[config.mk]
export PLATFORM = sky130hd
export DESIGN_NAME = memstall_attr
export DESIGN_NICKNAME = d
export VERILOG_FILES = /design/src/rtl/memstall_pkg.sv /design/src/rtl/memstall_classify.sv /design/src/rtl/memstall_ctr.sv /design/src/rtl/memstall_attr.sv
export SDC_FILE = /design/constraint.sdc
export NUM_CORES = 2
export LEC_CHECK = 0
export BUFFER_PORTS_ARGS = -buffer_cell sky130_fd_sc_hd__buf_2
export CORE_MARGIN = 5
export CORE_UTILIZATION = 45
export CTS_CLUSTER_DIAMETER = 50
export DETAILED_ROUTE_END_ITERATION = 8
export HOLD_SLACK_MARGIN = 0.05
export PLACE_DENSITY_LB_ADDON = 0.08
export SYNTH_ARGS = -nofsm -noshare
export SYNTH_HDL_FRONTEND = slang
export SYNTH_SLANG_ARGS = --single-unit
[constraint.sdc]
create_clock -name clk -period 8.41 [get_ports clk]
set_input_delay 1.2615 -clock clk [delete_from_list [all_inputs] [get_ports clk]]
set_output_delay 1.2615 -clock clk [all_outputs]
set_load 0.005 [all_outputs]
[src/rtl/memstall_pkg.sv]
package memstall_pkg;
  localparam int STW    = 4;
  localparam int NKIND  = 7;
  localparam int NSTATE = 6;

  typedef enum logic [2:0] {
    K_FETCH  = 3'd0,
    K_LOAD   = 3'd1,
    K_STORE  = 3'd2,
    K_AMO    = 3'd3,
    K_WALK_I = 3'd4,
    K_WALK_D = 3'd5,
    K_OTHER  = 3'd6
  } kind_t;

  localparam logic [STW-1:0] CS_FETCH  = 4'd0;
  localparam logic [STW-1:0] CS_EXEC   = 4'd1;
  localparam logic [STW-1:0] CS_MEM    = 4'd2;
  localparam logic [STW-1:0] CS_WALK   = 4'd3;
  localparam logic [STW-1:0] CS_WB     = 4'd4;
  localparam logic [STW-1:0] CS_MULDIV = 4'd5;
  localparam logic [STW-1:0] CS_FPHI   = 4'd6;
endpackage

[src/rtl/memstall_classify.sv]
module memstall_classify
  import memstall_pkg::*;
(
  input  logic           clk,
  input  logic           rst_n,
  input  logic [STW-1:0] core_state,
  input  logic           mem_atomic,
  input  logic           mem_write,
  input  logic           walk_from_fetch,
  input  logic           mem_valid,
  input  logic           mem_ready,
  output kind_t          act_kind
);
  kind_t fresh_kind;
  kind_t kind_q, kind_d;
  logic  busy_q, busy_d;

  // decode the kind from the current state and side flags
  always_comb begin
    unique case (core_state)
      CS_FETCH, CS_WB: fresh_kind = K_FETCH;
      CS_MEM:          fresh_kind = mem_atomic ? K_AMO : (mem_write ? K_STORE : K_LOAD);
      CS_FPHI:         fresh_kind = mem_write ? K_STORE : K_LOAD;
      CS_WALK:         fresh_kind = walk_from_fetch ? K_WALK_I : K_WALK_D;
      default:         fresh_kind = K_OTHER;
    endcase
  end

  // a waiting request keeps the kind captured in its first cycle
  always_comb begin
    act_kind = busy_q ? kind_q : fresh_kind;
    busy_d   = mem_valid & ~mem_ready;
    kind_d   = mem_valid ? act_kind : kind_q;
  end

  always_ff @(posedge clk or negedge rst_n) begin
    if (!rst_n) begin
      busy_q <= 1'b0;
      kind_q <= K_OTHER;
    end else begin
      busy_q <= busy_d;
      kind_q <= kind_d;
    end
  end
endmodule

[src/rtl/memstall_ctr.sv]
module memstall_ctr #(
  parameter int W = 64
) (
  input  logic         clk,
  input  logic         rst_n,
  input  logic         clr,
  input  logic         inc,
  output logic [W-1:0] count
);
  logic [W-1:0] count_d;

  always_comb begin
    count_d = count;
    if (clr)      count_d = '0;
    else if (inc) count_d = count + W'(1);
  end

  always_ff @(posedge clk or negedge rst_n) begin
    if (!rst_n) count <= '0;
    else        count <= count_d;
  end
endmodule

[src/rtl/memstall_attr.sv]
module memstall_attr
  import memstall_pkg::*;
#(
  parameter int CW = 64
) (
  input  logic           clk,
  input  logic           rst_n,
  input  logic           cnt_en,
  input  logic           cnt_clr,
  input  logic           mem_valid,
  input  logic           mem_ready,
  input  logic [STW-1:0] core_state,
  input  logic           mem_atomic,
  input  logic           mem_write,
  input  logic           walk_from_fetch,
  input  logic [4:0]     rd_idx,
  output logic [CW-1:0]  rd_data
);
  localparam int RGW = 2;

  kind_t                     act_kind;
  logic                      stall_ev, req_ev;
  logic [NKIND-1:0]          stall_inc, req_inc;
  logic [NSTATE-1:0]         st_hit;
  logic [NKIND-1:0][CW-1:0]  stall_q, req_q;
  logic [NSTATE-1:0][CW-1:0] state_q;
  logic [CW-1:0]             tot_stall_q, tot_req_q;
  logic [CW-1:0]             rd_d;
  logic [RGW-1:0]            rd_region;
  logic [2:0]                rd_lo, st_sel;

  memstall_classify u_cls (
    .clk             (clk),
    .rst_n           (rst_n),
    .core_state      (core_state),
    .mem_atomic      (mem_atomic),
    .mem_write       (mem_write),
    .walk_from_fetch (walk_from_fetch),
    .mem_valid       (mem_valid),
    .mem_ready       (mem_ready),
    .act_kind        (act_kind)
  );

  assign stall_ev = mem_valid & ~mem_ready;
  assign req_ev   = mem_valid &  mem_ready;

  for (genvar k = 0; k < NKIND; k++) begin : g_kind
    assign stall_inc[k] = cnt_en & stall_ev & (act_kind == kind_t'(k));
    assign req_inc[k]   = cnt_en & req_ev   & (act_kind == kind_t'(k));
    memstall_ctr #(.W(CW)) u_stall (
      .clk (clk), .rst_n (rst_n), .clr (cnt_clr), .inc (stall_inc[k]), .count (stall_q[k])
    );
    memstall_ctr #(.W(CW)) u_req (
      .clk (clk), .rst_n (rst_n), .clr (cnt_clr), .inc (req_inc[k]), .count (req_q[k])
    );
  end

  memstall_ctr #(.W(CW)) u_tot_stall (
    .clk (clk), .rst_n (rst_n), .clr (cnt_clr), .inc (cnt_en & stall_ev), .count (tot_stall_q)
  );
  memstall_ctr #(.W(CW)) u_tot_req (
    .clk (clk), .rst_n (rst_n), .clr (cnt_clr), .inc (cnt_en & req_ev), .count (tot_req_q)
  );

  // state residency decode
  always_comb begin
    st_hit = '0;
    unique case (core_state)
      CS_FETCH:         st_hit[0] = 1'b1;
      CS_EXEC:          st_hit[1] = 1'b1;
      CS_MEM, CS_FPHI:  st_hit[2] = 1'b1;
      CS_WALK:          st_hit[3] = 1'b1;
      CS_WB:            st_hit[4] = 1'b1;
      CS_MULDIV:        st_hit[5] = 1'b1;
      default:          st_hit    = '0;
    endcase
  end

  for (genvar s = 0; s < NSTATE; s++) begin : g_state
    memstall_ctr #(.W(CW)) u_st (
      .clk (clk), .rst_n (rst_n), .clr (cnt_clr), .inc (cnt_en & st_hit[s]), .count (state_q[s])
    );
  end

  // readback select
  assign rd_region = rd_idx[4:3];
  assign rd_lo     = rd_idx[2:0];
  assign st_sel    = rd_lo - 3'd2;

  always_comb begin
    rd_d = '0;
    unique case (rd_region)
      2'd0: if (rd_lo < 3'(NKIND)) rd_d = stall_q[rd_lo];
      2'd1: if (rd_lo < 3'(NKIND)) rd_d = req_q[rd_lo];
      2'd2: begin
        if      (rd_lo == 3'd0) rd_d = tot_stall_q;
        else if (rd_lo == 3'd1) rd_d = tot_req_q;
        else                    rd_d = state_q[st_sel];
      end
      default: rd_d = '0;
    endcase
  end

  always_ff @(posedge clk or negedge rst_n) begin
    if (!rst_n) rd_data <= '0;
    else        rd_data <= rd_d;
  end
endmodule

# Word-level counts from Yosys, hierarchy flattened
# Index checks and enable logic that the tools add are counted.
# word_totals
regBits	1476
input_bits	18
output_inout_bits	64
elab_cells	185
# op_classes
add_sub_neg	23
n_lt_le_gt_ge	3
n_eq_ne	15
muxes	66
bitwise_logic	25
n_reduce_logical	28
# ops
op	count
$mux W64	51
$add A64 B1 Y64 const B	22
$bmux W64 S3	3
$pmux W64 S3	1
$reduce_bool A2 Y1	22
$and A1 B1 Y1	24
$eq A4 B3 Y1 const B	3
$pmux W3 S4	1
$eq A3 B3 Y1 const B	3
$eq A4 B2 Y1 const B	2
$lt A3 B4 Y1 const B	2
$mux W1	7
$eq A3 B1 Y1 const B	2
$eq A3 B2 Y1 const B	2
$logic_not A3 Y1	2
$eq A4 B1 Y1 const B	1
$logic_not A4 Y1	1
$mux W2	2
$reduce_or A2 Y1	2
$lt A3 B3 Y1 const B	1
$mux W3	1
$sub A3 B2 Y3 const B	1
$eq A2 B1 Y1 const B	1
$eq A2 B2 Y1 const B	1
2 further kinds	2

# Logic depth before layout (Yosys ltp)
# depth
depth_word	8
depth_mapped	11
ltp_nobuf	7

# Modules after synthesis
# From an unflattened synthesis, not the netlist that was laid out.
# hier_totals
cells_unflattened	9739
area_unflattened_um2	90266.6
# modules_own_cells
module	n_inst	cells_each	area_per_inst_um2
memstall_ctr (g_kind[0].u_req ...)	21	379	3460.8
memstall_attr	1	1373	13854.5
memstall_ctr (g_kind[2].u_req)	1	379	3475.8
memstall_classify	1	28	259.0

# Least setup slack after synthesis
# Ideal clock, no wire load.
# synth_timing
path_kind	input to register
start	input core_state[3]
end	register g_kind[0].u_req.count[37]
arrival_time_ns	3.634
t_required_ns	8.333
setup_slack_ns	4.699
stages	9
cell_sequence	clkbuf_1 or3_1 buf_2 a21oi_2 nand2_1 or4_1 buf_2 or4_1 a21oi_1
# synth_between
elab_chain_cells	7
elab_cells_between_ends	11
cone_classes	4 x eq/ne; 2 x mux; 1 x bitwise; 4 x reduce/logical
# synth_lines
element	line	source
start: declaration	memstall_attr.sv:12	input logic [STW-1:0] core_state,
$eq A4 B3 Y1 / $logic_not A4 Y1 (equally long branches)	memstall_classify.sv:20	unique case (core_state)
$reduce_or A2 Y1	memstall_classify.sv:20	
$pmux W3 S4 *	memstall_classify.sv:20	
$mux W3 *	memstall_classify.sv:31	act_kind = busy_q ? kind_q : fresh_kind;
$logic_not A3 Y1 *	memstall_attr.sv:49	assign req_inc[k] = cnt_en & req_ev & (act_kind == kind_t'(k));
$and A1 B1 Y1 *	memstall_attr.sv:49	
$reduce_bool A2 Y1 (no line) *	--	
end signal: assignment	memstall_ctr.sv:20	else count <= count_d;
end: declaration	memstall_ctr.sv:8	output logic [W-1:0] count
# Every way passes the cells marked *; elsewhere a longest branch is shown, timed or not.
# A chain may end at the register's enable or synchronous reset.

# Worst setup path in the final report
# layout_timing
start	input core_state[2]
end	register g_kind[4].u_stall.count[10]
# layout_between
elab_chain_cells	7
elab_cells_between_ends	11
cone_classes	5 x eq/ne; 2 x mux; 1 x bitwise; 3 x reduce/logical
# layout_lines
element	line	source
$eq A4 B3 Y1 / $logic_not A4 Y1 (equally long branches)	memstall_classify.sv:20	
$reduce_or A2 Y1	memstall_classify.sv:20	
$pmux W3 S4 *	memstall_classify.sv:20	
$mux W3 *	memstall_classify.sv:31	
$eq A3 B3 Y1 *	memstall_attr.sv:48	assign stall_inc[k] = cnt_en & stall_ev & (act_kind == kind_t'(k));
$and A1 B1 Y1 *	memstall_attr.sv:48	
$reduce_bool A2 Y1 (no line) *	--	
end signal: assignment	memstall_ctr.sv:20	
end: declaration	memstall_ctr.sv:8	
# Marked as above.

==> run_results.csv <==
group,metric,value,unit
yosys,yosys.cell_count.top_type,"dfrtp_1",
place,gp_congestion,0.983,
place,portBuffers,81,
yosys,ys_ff_latch,1476,
yosys,synth_edf_count,0,
global_route,grt_usage,0.336,
clock_tree,cts_resized,0,
floorplanning,rows,162,
place,dp_slack,3.05,ns
clock_tree,clock_path_buffers,3,
power_and_ir_drop,vdd_ir_drop_max,0.233,mV
sta,worst_pin_slew,1.31,ns
yosys,yosys.area.top_type,"dfrtp_1",
finish,syn_to_final_growth,11.5,%
power_and_ir_drop,p_leak,36.2,nW
yosys,synthTopCellsByCount,"dfrtp_1, nor2_1, nand2_1, o21ai_0, a21oi_1",
detailed_routing,firstDrtPassIters,6,
setup_path,worst-path-buf-inv,2,
detailed_routing,via_count,82000,
power_and_ir_drop,pwr-share-seq,0.416,
detailed_routing,drtIter0Drc,11300,
yosys,yosysSeqAreaShare,0.417,
sta,relSlewSlack,0.116,
power_and_ir_drop,p_switching,0.00422,W
detailed_routing,drcViolationCount,0,
floorplanning,die_h,454,um
global_route,grt_pass1_wl,518000,um
global_route,antenna_found_initial,47,
setup_path,critical_path_class,"in2reg",
hold_path,hold_class,"in2async",
detailed_routing,route.met2.wl,145000,um
detailed_routing,met3_length,38100,um
sta,finalSetupViolCount,0,
place,place_area,91500,sq um
sta,skew,0.0357,ns
clock_tree,cts-buffers-inserted,202,
detailed_routing,dr.max_layer_used,"met5",
detailed_routing,viasPerCell,6.64,
setup_path,endpoint_kind,"register",
clock_tree,clkLatencyLatePin,0.87,ns
yosys,synth_area_leaders,"dfrtp_1, mux4_2, xnor2_1",
global_route,grt-ovfl-total,0,
setup_path,cp_cell_sequence,"buf_2 > nor2b_1 > o21ai_1 > a21o_4 > buf_4 > nand3_1 > or4_1 > a21oi_1",
sta,hold_viol_final,0,
place,hpwl,260000,um
yosys,synthArstFlopShare,1.00,
power_and_ir_drop,swShare,0.246,
detailed_routing,antenna_left,0,
setup_path,critPathLaunchType,"input pin",
finish,stdcell_area,98800,sq um
floorplanning,start_util,0.453,
setup_path,cp_slowest_stage_delay,0.81,ns
detailed_routing,wl_met1,151000,um
yosys,netlist_instances,9706,
clock_tree,path_clk_slew,0.05,ns
yosys,yosys_warnings,0,
sta,min_period_over_period,0.547,
yosys,mappedNetlistArea,88600,sq um
power_and_ir_drop,power.density,174,nW/um^2
clock_tree,cts_sinks,1476,
flow_run,drv_cap,0,
sta,worst_slack,3.81,ns
floorplanning,coreArea,195000,sq um
floorplanning,ios,82,
finish,post-route-util,0.506,
power_and_ir_drop,power_frac_clock,0.542,
clock_tree,htreeDepth,4,
floorplanning,die_w,454,um
clock_tree,ctsHoldBuffers,0,
yosys,synth_top_area_frac,0.416,
setup_path,critPathTopFamily,"simple AND/OR/NAND/NOR gates",
clock_tree,root_buffer,"clkbuf_16",
sta,max_freq,217,MHz
power_and_ir_drop,pwr-share-comb,0.043,
sta,min_period,4.60,ns
clock_tree,postCtsSetupBuffers,0,
sta,tns,0,ns
yosys,syn-num-nets,9747,
global_route,grt_max_degree,193,
finish,drive_gt1_frac,0.0997,
sta,drv_slew,0,
setup_path,cpMaxStageDelayCell,"o21ai_1",
setup_path,crit_arrival,5.35,ns
setup_path,cp_max_fo,38,
setup_path,cp.required,9.16,ns
detailed_routing,wire_per_inst,28.7,um
power_and_ir_drop,p_int,0.0129,W
floorplanning,die_area,206000,sq um
yosys,synthFlopType,"dfrtp_1",
clock_tree,cts_tree,"built",
finish,final_nets,9574,
global_route,grt_pass1_vias,74900,
yosys,synth_area_per_cell,9.13,sq um
run_status,status,"finished clean",
sta,rsz0062_at_grt,"no",
yosys,synth_cell_types,82,
detailed_routing,drt_wl_total,355000,um
## worst register-to-register path, cell delays in order, from the launching register on
cell and delay, ns:
dfrtp_1 0.82, or3_1 0.73, nand3_1 0.52, nor2_1 0.53, nand3_1 0.74, or4_1 0.74, a21oi_1 0.15
## routing by layer
metal / up-vias / track usage
met3: 653 / 0.0815
met2: 4160 / 0.463
met1: 41200 / 0.493
li1: 35900 / -
met5: - / 0
met4: 8 / 0.166
## cells by family after synthesis
kind of cell | after synthesis | share of synthesized area
simple gates | 4400 | 0.259
compound gates | 1861 | 0.128
flops | 1476 | 0.417
buf+inv | 775 | 0.0333
xor+xnor | 698 | 0.0690
mux | 473 | 0.0898
fa+ha+maj | 23 | 0.00325
## cells in the final DEF, fill, tap and decap left out, types with 40 or more instances in the layout
master / count
a21oi_1: 544
o31ai_1: 215
o211ai_1: 149
buf_2: 76
and2_1: 76
nor4_1: 231
o21ai_0: 629
dfrtp_1: 1474
or2_2: 44
or3_1: 371
a22o_1: 64
nand3_1: 521
mux4_2: 255
xor2_1: 291
nand4_1: 481
nand2_1: 866
or4_1: 197
nor2_1: 911
a2111oi_0: 49
nor3_1: 238
inv_1: 169
and3_1: 180
buf_4: 133
xnor2_1: 407
clkbuf_8: 40
and4_1: 147
clkbuf_16: 204
mux2i_1: 202
## path summary, 6_finish.rpt
| path | startpoint | to | slack, ns | depth (start not counted) |
|---|---|---|---|---|
| min in group clk | g_kind[1].u_req.count[36] | g_kind[1].u_req.count[36] | 0.50 | 1 |
| worst max register to register | u_cls.busy_q | g_kind[4].u_stall.count[10] | 4.08 | 6 |
| max in group asynchronous | rst_n | g_kind[6].u_req.count[7] | 5.88 | 3 |
| worst min register to register | g_kind[1].u_req.count[36] | g_kind[1].u_req.count[36] | 0.50 | 1 |
| worst max-delay path | core_state[2] | g_kind[4].u_stall.count[10] | 3.81 | 8 |
| worst min-delay path | rst_n | g_state[5].u_st.count[62] | 0.27 | 1 |
## area by class of cell
class / instances / area [sq um]
timing repair buffer: 228 / 1730
fill: 18200 / 96600
multi-input combinational: 7455 / 48900
sequential: 1476 / 36900
clock inverter: 109 / 1490
antenna: 21 / 52.6
tap: 2624 / 3280
inverter: 170 / 643
clock buffer: 268 / 5750
## power by group through the flow
stage / Sequential, W / Clock, W / Combinational, W
after floorplan: 0.00725 / 0 / 0.000375
after global placement: 0.00726 / 0 / 0.000726
after detailed placement: 0.00726 / 0 / 0.000731
after CTS: 0.00713 / 0.00940 / 0.000731
after global routing: 0.00713 / 0.00970 / 0.000785
final: 0.00713 / 0.00929 / 0.000731
## sequential cells by signal, indices dropped and copies added, names as in the netlist
register / flops
g_kind.u_req.count: 448
g_kind.u_stall.count: 448
g_state.u_st.count: 384
rd_data: 64
u_cls.busy_q: 1
u_cls.kind_q: 3
u_tot_req.count: 64
u_tot_stall.count: 64
## metrics by stage
| stage | power (W) | hold WS, ns | cells |
|---|---|---|---|
| after CTS | 0.0173 | 0.404 | 12300 |
| after global placement | 0.00798 | 0.484 | 12000 |
| after floorplan | 0.00762 | 0.459 | 9706 |
| after detailed placement | 0.00799 | 0.487 | 12000 |
| after global routing | 0.0176 | 0.370 | 12300 |
| final | 0.0172 | 0.275 | 12400 |
(Power assumes the default switching activity.)
